**config.mk**
```make
export PLATFORM = sky130hd
export DESIGN_NAME = commit_load_fwd_buf
export DESIGN_NICKNAME = d
export VERILOG_FILES = /design/src/rtl/lfb_pkg.sv /design/src/rtl/lfb_ptr_ctrl.sv /design/src/rtl/lfb_slot_array.sv /design/src/rtl/lfb_release.sv /design/src/rtl/commit_load_fwd_buf.sv
export SDC_FILE = /design/constraint.sdc
export NUM_CORES = 1
export LEC_CHECK = 0
export BUFFER_PORTS_ARGS = -buffer_cell sky130_fd_sc_hd__buf_2
export CAP_MARGIN = 10
export CORE_MARGIN = 3
export CORE_UTILIZATION = 45
export DETAILED_ROUTE_END_ITERATION = 16
export PLACE_DENSITY = 0.73
export RECOVER_POWER = 100
export SLEW_MARGIN = 15
export SYNTH_ARGS = -nofsm -noshare
export SYNTH_HDL_FRONTEND = slang
export SYNTH_SLANG_ARGS = --single-unit
```
**constraint.sdc**
```tcl
create_clock -name clk -period 9.5 [get_ports clk]
set_clock_uncertainty 0.05 [all_clocks]
set_input_delay 0.95 -clock clk [delete_from_list [all_inputs] [get_ports clk]]
set_output_delay 0.95 -clock clk [all_outputs]
set_load 0.01 [all_outputs]
```
**src/rtl/lfb_pkg.sv**
```systemverilog
package lfb_pkg;

    // Life cycle of one buffer slot.
    typedef enum logic [1:0] {
        SLOT_FREE   = 2'd0,
        SLOT_PEND   = 2'd1,
        SLOT_FILLED = 2'd2
    } slot_st_e;

    // Operations accepted in one cycle, decided by the pointer control.
    typedef struct packed {
        logic alloc;
        logic flush;
        logic pop;
    } lfb_ops_t;

endpackage

```
**src/rtl/lfb_ptr_ctrl.sv**
```systemverilog
module lfb_ptr_ctrl
    import lfb_pkg::*;
#(
    parameter int TAG_W = 3
) (
    input  logic                     clk,
    input  logic                     rst,
    input  logic                     alloc_valid,
    input  logic [TAG_W-1:0]         alloc_tag,
    input  logic                     flush_valid,
    input  logic [TAG_W-1:0]         flush_tag,
    input  logic                     head_ready,
    output logic [TAG_W:0]           head_ptr,
    output logic [TAG_W:0]           tail_ptr,
    output logic [TAG_W-1:0]         head_idx,
    output logic                     full,
    output lfb_ops_t                 ops,
    output logic [(1<<TAG_W)-1:0]    kill_mask
);
    localparam int DEPTH = 1 << TAG_W;

    logic [TAG_W:0]   head_q, tail_q, used;
    logic [TAG_W-1:0] flush_dist;
    logic             empty;

    assign used       = tail_q - head_q;
    assign full       = used[TAG_W];
    assign empty      = (used == '0);
    assign head_idx   = head_q[TAG_W-1:0];
    assign flush_dist = flush_tag - head_idx;
    assign head_ptr   = head_q;
    assign tail_ptr   = tail_q;

    always_comb begin
        ops.flush = flush_valid && ({1'b0, flush_dist} < used);
        ops.alloc = alloc_valid && !full && !flush_valid
                    && (alloc_tag == tail_q[TAG_W-1:0]);
        ops.pop   = head_ready && !empty
                    && !(ops.flush && (flush_dist == '0));
    end

    // A slot dies on a squash when it sits at or beyond the squash point
    // and inside the occupied range, counted from the head.
    for (genvar g = 0; g < DEPTH; g++) begin : g_kill
        localparam logic [TAG_W-1:0] SLOT = TAG_W'(g);
        logic [TAG_W-1:0] slot_dist;
        assign slot_dist   = SLOT - head_idx;
        assign kill_mask[g] = ops.flush && (slot_dist >= flush_dist)
                              && ({1'b0, slot_dist} < used);
    end

    always_ff @(posedge clk) begin
        if (rst) begin
            head_q <= '0;
            tail_q <= '0;
        end else begin
            head_q <= head_q + {{TAG_W{1'b0}}, ops.pop};
            if (ops.flush)
                tail_q <= head_q + {1'b0, flush_dist};
            else
                tail_q <= tail_q + {{TAG_W{1'b0}}, ops.alloc};
        end
    end

endmodule

```
**src/rtl/lfb_slot_array.sv**
```systemverilog
module lfb_slot_array
    import lfb_pkg::*;
#(
    parameter int TAG_W  = 3,
    parameter int ADDR_W = 32,
    parameter int DATA_W = 32
) (
    input  logic                   clk,
    input  logic                   rst,
    input  lfb_ops_t               ops,
    input  logic [(1<<TAG_W)-1:0]  kill_mask,
    input  logic [TAG_W-1:0]       head_idx,
    input  logic [TAG_W-1:0]       alloc_tag,
    input  logic [ADDR_W-1:0]      alloc_addr,
    input  logic                   fill_valid,
    input  logic [TAG_W-1:0]       fill_tag,
    input  logic [DATA_W-1:0]      fill_data,
    input  logic                   commit_valid,
    input  logic [TAG_W-1:0]       commit_tag,
    output logic                   head_ready,
    output logic [ADDR_W-1:0]      head_addr,
    output logic [DATA_W-1:0]      head_data
);
    localparam int DEPTH = 1 << TAG_W;

    logic [DEPTH-1:0]  ready_vec;
    logic [ADDR_W-1:0] addr_arr [DEPTH];
    logic [DATA_W-1:0] data_arr [DEPTH];

    for (genvar g = 0; g < DEPTH; g++) begin : g_slot
        localparam logic [TAG_W-1:0] SLOT = TAG_W'(g);
        slot_st_e          st_q;
        logic              cm_q;
        logic [ADDR_W-1:0] addr_q;
        logic [DATA_W-1:0] data_q;
        logic              is_pop, is_alloc, is_fill, is_commit;

        assign is_pop    = ops.pop && (head_idx == SLOT);
        assign is_alloc  = ops.alloc && (alloc_tag == SLOT);
        assign is_fill   = fill_valid && (fill_tag == SLOT) && (st_q == SLOT_PEND);
        assign is_commit = commit_valid && (commit_tag == SLOT) && (st_q != SLOT_FREE);

        always_ff @(posedge clk) begin
            if (rst) begin
                st_q <= SLOT_FREE;
                cm_q <= 1'b0;
            end else if (kill_mask[g] || is_pop) begin
                st_q <= SLOT_FREE;
                cm_q <= 1'b0;
            end else if (is_alloc) begin
                st_q <= SLOT_PEND;
                cm_q <= 1'b0;
            end else begin
                if (is_fill)
                    st_q <= SLOT_FILLED;
                if (is_commit)
                    cm_q <= 1'b1;
            end
        end

        always_ff @(posedge clk) begin
            if (rst) begin
                addr_q <= '0;
                data_q <= '0;
            end else begin
                if (is_alloc && !kill_mask[g])
                    addr_q <= alloc_addr;
                if (is_fill && !kill_mask[g] && !is_pop)
                    data_q <= fill_data;
            end
        end

        assign ready_vec[g] = (st_q == SLOT_FILLED) && cm_q;
        assign addr_arr[g]  = addr_q;
        assign data_arr[g]  = data_q;
    end

    assign head_ready = ready_vec[head_idx];
    assign head_addr  = addr_arr[head_idx];
    assign head_data  = data_arr[head_idx];

endmodule

```
**src/rtl/lfb_release.sv**
```systemverilog
module lfb_release #(
    parameter int TAG_W  = 3,
    parameter int ADDR_W = 32,
    parameter int DATA_W = 32
) (
    input  logic              clk,
    input  logic              rst,
    input  logic              pop,
    input  logic [TAG_W-1:0]  head_idx,
    input  logic [ADDR_W-1:0] head_addr,
    input  logic [DATA_W-1:0] head_data,
    output logic              out_valid,
    output logic [TAG_W-1:0]  out_tag,
    output logic [ADDR_W-1:0] out_addr,
    output logic [DATA_W-1:0] out_data
);
    always_ff @(posedge clk) begin
        if (rst) begin
            out_valid <= 1'b0;
            out_tag   <= '0;
            out_addr  <= '0;
            out_data  <= '0;
        end else begin
            out_valid <= pop;
            if (pop) begin
                out_tag  <= head_idx;
                out_addr <= head_addr;
                out_data <= head_data;
            end
        end
    end
endmodule

```
**src/rtl/commit_load_fwd_buf.sv**
```systemverilog
module commit_load_fwd_buf
    import lfb_pkg::*;
#(
    parameter int TAG_W  = 3,
    parameter int ADDR_W = 32,
    parameter int DATA_W = 32
) (
    input  logic              clk,
    input  logic              rst,
    input  logic              alloc_valid,
    input  logic [TAG_W-1:0]  alloc_tag,
    input  logic [ADDR_W-1:0] alloc_addr,
    output logic              full,
    input  logic              fill_valid,
    input  logic [TAG_W-1:0]  fill_tag,
    input  logic [DATA_W-1:0] fill_data,
    input  logic              commit_valid,
    input  logic [TAG_W-1:0]  commit_tag,
    input  logic              flush_valid,
    input  logic [TAG_W-1:0]  flush_tag,
    output logic              out_valid,
    output logic [TAG_W-1:0]  out_tag,
    output logic [ADDR_W-1:0] out_addr,
    output logic [DATA_W-1:0] out_data
);
    localparam int DEPTH = 1 << TAG_W;

    lfb_ops_t          ops;
    logic [DEPTH-1:0]  kill_mask;
    logic [TAG_W:0]    head_ptr, tail_ptr;
    logic [TAG_W-1:0]  head_idx;
    logic              head_ready;
    logic [ADDR_W-1:0] head_addr;
    logic [DATA_W-1:0] head_data;

    lfb_ptr_ctrl #(.TAG_W(TAG_W)) u_ptr (
        .clk(clk), .rst(rst),
        .alloc_valid(alloc_valid), .alloc_tag(alloc_tag),
        .flush_valid(flush_valid), .flush_tag(flush_tag),
        .head_ready(head_ready),
        .head_ptr(head_ptr), .tail_ptr(tail_ptr), .head_idx(head_idx),
        .full(full), .ops(ops), .kill_mask(kill_mask)
    );

    lfb_slot_array #(.TAG_W(TAG_W), .ADDR_W(ADDR_W), .DATA_W(DATA_W)) u_slots (
        .clk(clk), .rst(rst), .ops(ops), .kill_mask(kill_mask),
        .head_idx(head_idx),
        .alloc_tag(alloc_tag), .alloc_addr(alloc_addr),
        .fill_valid(fill_valid), .fill_tag(fill_tag), .fill_data(fill_data),
        .commit_valid(commit_valid), .commit_tag(commit_tag),
        .head_ready(head_ready), .head_addr(head_addr), .head_data(head_data)
    );

    lfb_release #(.TAG_W(TAG_W), .ADDR_W(ADDR_W), .DATA_W(DATA_W)) u_rel (
        .clk(clk), .rst(rst), .pop(ops.pop),
        .head_idx(head_idx), .head_addr(head_addr), .head_data(head_data),
        .out_valid(out_valid), .out_tag(out_tag),
        .out_addr(out_addr), .out_data(out_data)
    );

endmodule

```
==> results of run 1 <==
critical path, cell delays in order, from the launching register on:
cell      delay [ns]
dfxtp_1         1.56
inv_1           0.19
ha_1            0.48
a21oi_1         0.22
a21oi_1         0.16
o41ai_1         0.49
nand3_1         0.43
inv_4           0.82
a221o_2         0.30
clkbuf_1        2.17
mux2i_1         0.30
metrics by stage:
step | std cells | worst slack (ns) | total power, mW
after floorplan | 2762 | 5.401 | 2.849
after global placement | 3460 | 3.721 | 2.920
after detailed placement | 3460 | 3.539 | 2.933
after CTS | 3572 | 3.666 | 5.356
after global routing | 3573 | 1.784 | 5.484
final | 3575 | 2.048 | 5.319
cell usage in the layout (no fill, tap or decap), types with 6 or more instances in the layout:
master       n
nand2_1    748
dfxtp_1    610
mux2i_1    355
nor2_1     192
a21oi_1    182
mux4_2     128
clkbuf_1    87
buf_2       80
a311oi_1    64
clkbuf_16   60
ha_1        40
inv_1       25
o21ai_0     21
clkinv_2    18
clkbuf_8    14
buf_4       14
xnor2_1     10
nor3_1      10
nor2b_1     10
nor4_1       9
nor4bb_1     6
bufinv_16    6
metal layers:
metal	share of wire	wire length, µm	track usage	vias to the layer above
li1	-	-	-	9519
met5	0	0	0	-
met1	0.41	28830	0.2696	10160
met4	0.024	1676	0.07377	0
met3	0.055	3863	0.02949	122
met2	0.51	35700	0.3914	597
power by group through the flow:
stage,clock network [mW],logic [mW],registers (mW)
4_1_cts,2.48,0.291,2.59
5_1_grt,2.59,0.313,2.59
3_5_place_dp,0,0.289,2.64
3_3_place_gp,0,0.277,2.64
2_1_floorplan,0,0.207,2.64
6_report,2.45,0.286,2.59
worst paths after layout:
check	from	endpoint	slack [ns]	cells past startpoint
min	u_slots.g_slot[3].data_q[30]	u_slots.g_slot[3].data_q[30]	0.40	2
min reg2reg	u_slots.g_slot[3].data_q[30]	u_slots.g_slot[3].data_q[30]	0.40	2
max	u_ptr.head_ptr[2]	u_slots.g_slot[0].data_q[10]	2.05	10
max reg2reg	u_ptr.head_ptr[2]	u_slots.g_slot[0].data_q[10]	2.05	10
registers in the layout, indices dropped and copies added, names as in the netlist:
register and cells:
u_ptr.head_ptr 4, u_ptr.tail_ptr 4, u_rel.out_addr 32, u_rel.out_data 32, u_rel.out_tag 3, u_rel.out_valid 1, u_slots.g_slot.addr_q 256, u_slots.g_slot.cm_q 8
u_slots.g_slot.data_q 256, u_slots.g_slot.st_q 16
kinds of logic (layout without fill, tap and decap cells):
| kind of cell | Yosys count | in the layout | synth area share |
|---|---|---|---|
| other | 0 | 3 | 0 |
| AO/OA/AOI/OAI | 319 | 319 | 0.07660 |
| buffers and inverters | 269 | 314 | 0.04319 |
| multiplexers | 484 | 484 | 0.2411 |
| AND/OR/NAND/NOR | 1018 | 1018 | 0.1533 |
| XOR/XNOR | 16 | 16 | 0.005802 |
| adder cells (fa/ha/maj) | 44 | 44 | 0.02171 |
| flip-flops | 612 | 612 | 0.4582 |
cell type report:
cell class / count / area (µm²) / share of cell area
sequential: 612 / 12260 / 0.4154
multi-input combinational: 1881 / 13290 / 0.4502
antenna: 3 / 7.507 / 0.0002544
clock buffer: 83 / 1728 / 0.05855
clock inverter: 29 / 319.1 / 0.01081
timing repair buffer: 175 / 844.6 / 0.02862
inverter: 27 / 111.4 / 0.003773
tap: 765 / 957.2 / 0.03243
==> metrics.txt, run 1 <==
Post-synth EDFFs 0; worst-path fanout max 80; # nets final 2882; FILL cells 5199; vias in the first global route 20.77k; Period minus WS final 7.452 ns; CTS tree built; Most used DFF post-synth dfxtp_1; RSZ-0062 raised after global routing false; H-tree Lvls 2; Slew Limit Fails 481; DRC violations left 0; count leader, synth nand2_1; overall die area 62380 µm²; switching part of the total power 0.2301; CTS hold repair buffers 0; Power Density 180.2 nW/µm²; share of cells above drive strength 1 0.1233; Reg clk slew, reported paths 0.06 ns; first-pass GRT wire length 111400 µm; Clock Latency Late Sink 0.62 ns; internal power 4.095 mW; period utilization 0.7844; GR Overflow Total 0; Util after Layout 0.5067; leakage power 11.47 nW; setup TNS 0 ns; # IOs 151; Post-synth ARST share 0; die height 249.8 µm; share of the synthesized area in the top cell type 0.4582; outcome finished, violations left; overall routing resource usage 0.2184; Placer Congestion 0.8697; Rows 88; initial antenna violation count 2; Final Hold Fails 0; total setup buffers inserted after CTS 0; CP Launch Type flop; Final Setup Violations 0; Routed WL 70070 µm; crit path DAT 7.77 ns; largest net degree at the start of global routing 128; routed via count 20.40k; Synth Register Bits 612; HPWL after DPL 41310 µm; Routed Antenna Nets 0; post-synth cell types 67; Worst VDD drop 0.1648 mV; Inserted Clock Buffers 59; Port Buffers 150; post-synth net total 2888; Post-Syn Area 26740 µm²; max_slew headroom -1.147; CTS resizes 0; top post-synthesis cells by area dfxtp_1 46%, mux2i_1 13%, mux4_2 11%; vias per cell 5.705; # clock sinks 612; register share of total power 0.486; DRT iter0 DRCs 1597; required time of the critical path 9.82 ns; clock buffer depth 3; Initial Util 0.4591; nature of the critical path endpoint flop; WS Path Type reg2reg; Max Freq 134.2 MHz; CTS root buffer clkbuf_16; Initial DRT Pass Iterations 5; worst slew pin tran 3.220 ns; register area share after synthesis 0.4582; area grow syn2layout 10.37%; synthesized area per cell 9.681 µm²; Post-synth top cells 748 x nand2_1, 612 x dfxtp_1, 355 x mux2i_1; cell taking the most area after synthesis dfxtp_1; Psw 1.224 mW; Min-Delay Path Class reg2reg; Ys Warns 0; total core area 58250 µm²; Comb power frac 0.054; Synth Instances 2762; post-placement cell area 27670 µm²; Clock Power Share 0.460; Hold Slack 0.4025 ns; Die X 249.8 µm; Routed WL per cell 19.60 µm; failing checks max-capacitance violations, max-slew violations; max_cap viols 15; Final Cell Area 29510 µm²
Note: power is estimated with default switching activity, not from simulation.
==> run 2, diff against run 1 <==
--- a/config.mk
+++ b/config.mk
@@ -5,12 +5,13 @@
 export SDC_FILE = /design/constraint.sdc
 export NUM_CORES = 1
 export LEC_CHECK = 0
+export ABC_AREA = 1
 export BUFFER_PORTS_ARGS = -buffer_cell sky130_fd_sc_hd__buf_2
 export CAP_MARGIN = 10
 export CORE_MARGIN = 3
 export CORE_UTILIZATION = 45
 export DETAILED_ROUTE_END_ITERATION = 16
-export PLACE_DENSITY = 0.73
+export PLACE_DENSITY = 0.75
 export RECOVER_POWER = 100
 export SLEW_MARGIN = 15
 export SYNTH_ARGS = -nofsm -noshare
==> constraint.sdc (replaced) <==
create_clock -name clk -period 6.2 [get_ports clk]
set_clock_uncertainty 0.05 [all_clocks]
set_input_delay 0.62 -clock clk [delete_from_list [all_inputs] [get_ports clk]]
set_output_delay 0.62 -clock clk [all_outputs]
set_load 0.01 [all_outputs]
==> run 2 against run 1 <==
The run still ends with max-capacitance violations, max-slew violations left. Critical endpoint is now u_slots.g_slot[3].data_q[19]. Sequential share of layout area fell by 2.7 points. Synthesized cell count rose by 53%. Maximum frequency rose by 42%. Largest power group unchanged. Final cell count rose by 42%. Core utilization fell by 0.84 points. Register-to-register slack got worse by 1.1 ns. Critical path depth rose by 6. Sequential cell count did not move. Total power rose by 60%. Critical path type unchanged.
==> metrics.txt, run 2 <==
outcome finished, violations left; failing checks max-capacitance violations, max-slew violations; CTS tree built; top flop regs u_slots.g_slot.addr_q (256), u_slots.g_slot.data_q (256); Final Hold Fails 0 (unchanged); Post-synth ARST share 0 (unchanged); Synth Register Bits 612 (unchanged); FILL cells 6280 (+21%); worst-path fanout max 37 (-54%); HPWL after DPL 48260 µm (+17%); Placer Congestion 0.8480 (-2.5%); largest net degree at the start of global routing 160 (+25%); vias per cell 5.482 (-3.9%); overall routing resource usage 0.2416 (+0.02325); Routed WL 83860 µm (+20%); Post-synth top cells 732 x nand2_1, 612 x dfxtp_1, 610 x nor2_1; Hold Path Depth 3 (+1); share of the synthesized area in the top cell type 0.4242 (-0.03404); Most used DFF post-synth dfxtp_1; Max Freq 190.0 MHz (+42%); Port Buffers 150 (unchanged); DRC violations left 0 (unchanged); CTS hold repair buffers 0 (unchanged); # clock sinks 612 (unchanged); total setup buffers inserted after CTS 0 (unchanged); most frequent cells in the layout 734 x nand2_1, 610 x nor2_1, 610 x dfxtp_1; max_slew headroom -0.1323 (+1.014); post-synth cell types 38 (-43%); CTS resizes 0 (unchanged); Final Setup Violations 0 (unchanged); H-tree Lvls 3 (+1); Design Power 8.485 mW (+60%); CTS root buffer clkbuf_16; # IOs 151 (unchanged); register area share after synthesis 0.4242 (-0.03404); CP Launch Type flop; # nets final 4288 (+49%); Power Density 269.0 nW/µm² (+49%); period utilization 0.8488 (+0.06441); vias in the first global route 25.12k (+21%); required time of the critical path 6.67 ns (-3.15 ns); Synth Instances 4231 (+53%); Worst VDD drop 0.1528 mV (-7.3%); worst slew pin tran 1.697 ns (-1.523 ns); sequential cell area 12260 µm² (unchanged); r2r worst-path depth 16 (+6); Period minus WS final 5.263 ns (-2.189 ns); crit path DAT 5.73 ns (-2.04 ns); WS Path Type reg2reg; Reg clk slew, reported paths 0.06 ns (about the same); Inserted Clock Buffers 66 (+12%); count leader, synth nand2_1; GR Overflow Total 0 (unchanged); Initial Util 0.4562 (-0.002831); max_cap viols 4 (-11); Routed Antenna Nets 0 (unchanged); total core area 63310 µm² (+8.7%); Routed WL per cell 16.57 µm (-15%); Clock Latency Late Sink 0.60 ns (-0.02 ns); post-synth net total 4357 (+51%); first-pass GRT wire length 133800 µm (+20%); nature of the critical path endpoint flop; Hold Slack 0.2341 ns (-0.1684 ns); commonest non-fill, non-tap cell in the layout nand2_1; clock buffer depth 3 (unchanged); setup TNS 0 ns (unchanged); Rows 92 (+4.5%); overall die area 67260 µm² (+7.8%); die height 259.4 µm (+3.8%); top post-synthesis cells by area dfxtp_1 42%, nand2_1 9.5%, nand3_1 8.3%; Initial DRT Pass Iterations 7 (+2); Min-Delay Path Class in2reg; leakage power 11.94 nW (+4.1%); synthesized area per cell 6.827 µm² (-29%); share of cells above drive strength 1 0.06038 (-0.06289); Slew Limit Fails 239 (-50%); area grow syn2layout 9.214%; Die X 259.4 µm (+3.8%); initial antenna violation count 7 (+5); routed via count 27.75k (+36%); Util after Layout 0.4983 (-0.008420); setup slack, reg-to-reg 0.94 ns (-1.11 ns); Ys Warns 0 (unchanged); DRT iter0 DRCs 2848 (+78%); area of the multi-input gates 13880 µm² (+4.5%); RSZ-0062 raised after global routing false; Post-synth EDFFs 0 (unchanged); Post-Syn Area 28880 µm² (+8.0%); cell taking the most area after synthesis dfxtp_1
-- run 2: cell families after synthesis --
group | Yosys count | synth area share
adders and majority gates | 44 | 0.02010
buffers and inverters | 649 | 0.09452
AOI/OAI and AO/OA | 1039 | 0.1850
xor gates and xnor gates | 8 | 0.002426
DFF | 612 | 0.4242
and+or+nand+nor | 1879 | 0.2738
-- run 2: worst max-delay path, stage by stage, from the launching register on --
cell and delay (ns):
dfxtp_1 0.34, inv_1 1.22, ha_1 0.50, nand2_1 0.11, inv_1 0.06, nor2_2 0.37, nand2_1 0.10, nand2_1 0.11
nand3_4 0.10, nand2_1 0.32, inv_1 0.19, nand3_2 0.14, nand2_2 0.05, clkbuf_2 0.49, inv_2 0.78, nor2_1 0.10
nor2_1 0.12
-- run 2: path summary, 6_finish.rpt --
kind                                start                      endpoint
max                     u_ptr.head_ptr[2]  u_slots.g_slot[3].data_q[19]
min                          fill_data[3]   u_slots.g_slot[3].data_q[3]
min reg2reg  u_slots.g_slot[3].addr_q[16]  u_slots.g_slot[3].addr_q[16]
max reg2reg             u_ptr.head_ptr[2]  u_slots.g_slot[3].data_q[19]
-- run 2: area by class of cell --
class	count	share of cell area
diodes	9	0.0007139
repair buffers	197	0.03352
well taps	846	0.03356
multi-input cells	2970	0.4399
clock inverters	10	0.003173
flip-flops and latches	612	0.3886
clock buffers	103	0.06255
inverters	315	0.03796
-- run 2: stage by stage --
step,cells,worst slack (ns),area [µm²]
global route,5059,0.6358,31540
floorplan,4231,2.437,28880
finish,5062,0.9374,31550
global placement,4939,1.777,29610
detailed placement,4939,1.640,29610
CTS,5052,1.630,31680
-- run 2: report_power, final --
part           switching (mW)  internal [mW]  leakage [nW]  total (mW)
Combinational           0.464          0.196          6.00       0.660
Sequential             0.0248           3.97          4.93        3.99
Clock                    1.60           2.23          1.02        3.83
Total                    2.09           6.39          11.9        8.49
-- run 2: routing by layer --
layer	share of wire	track usage
met4	0.026	0.08502
met3	0.080	0.03697
met2	0.45	0.3831
met5	0	0
met1	0.45	0.3342
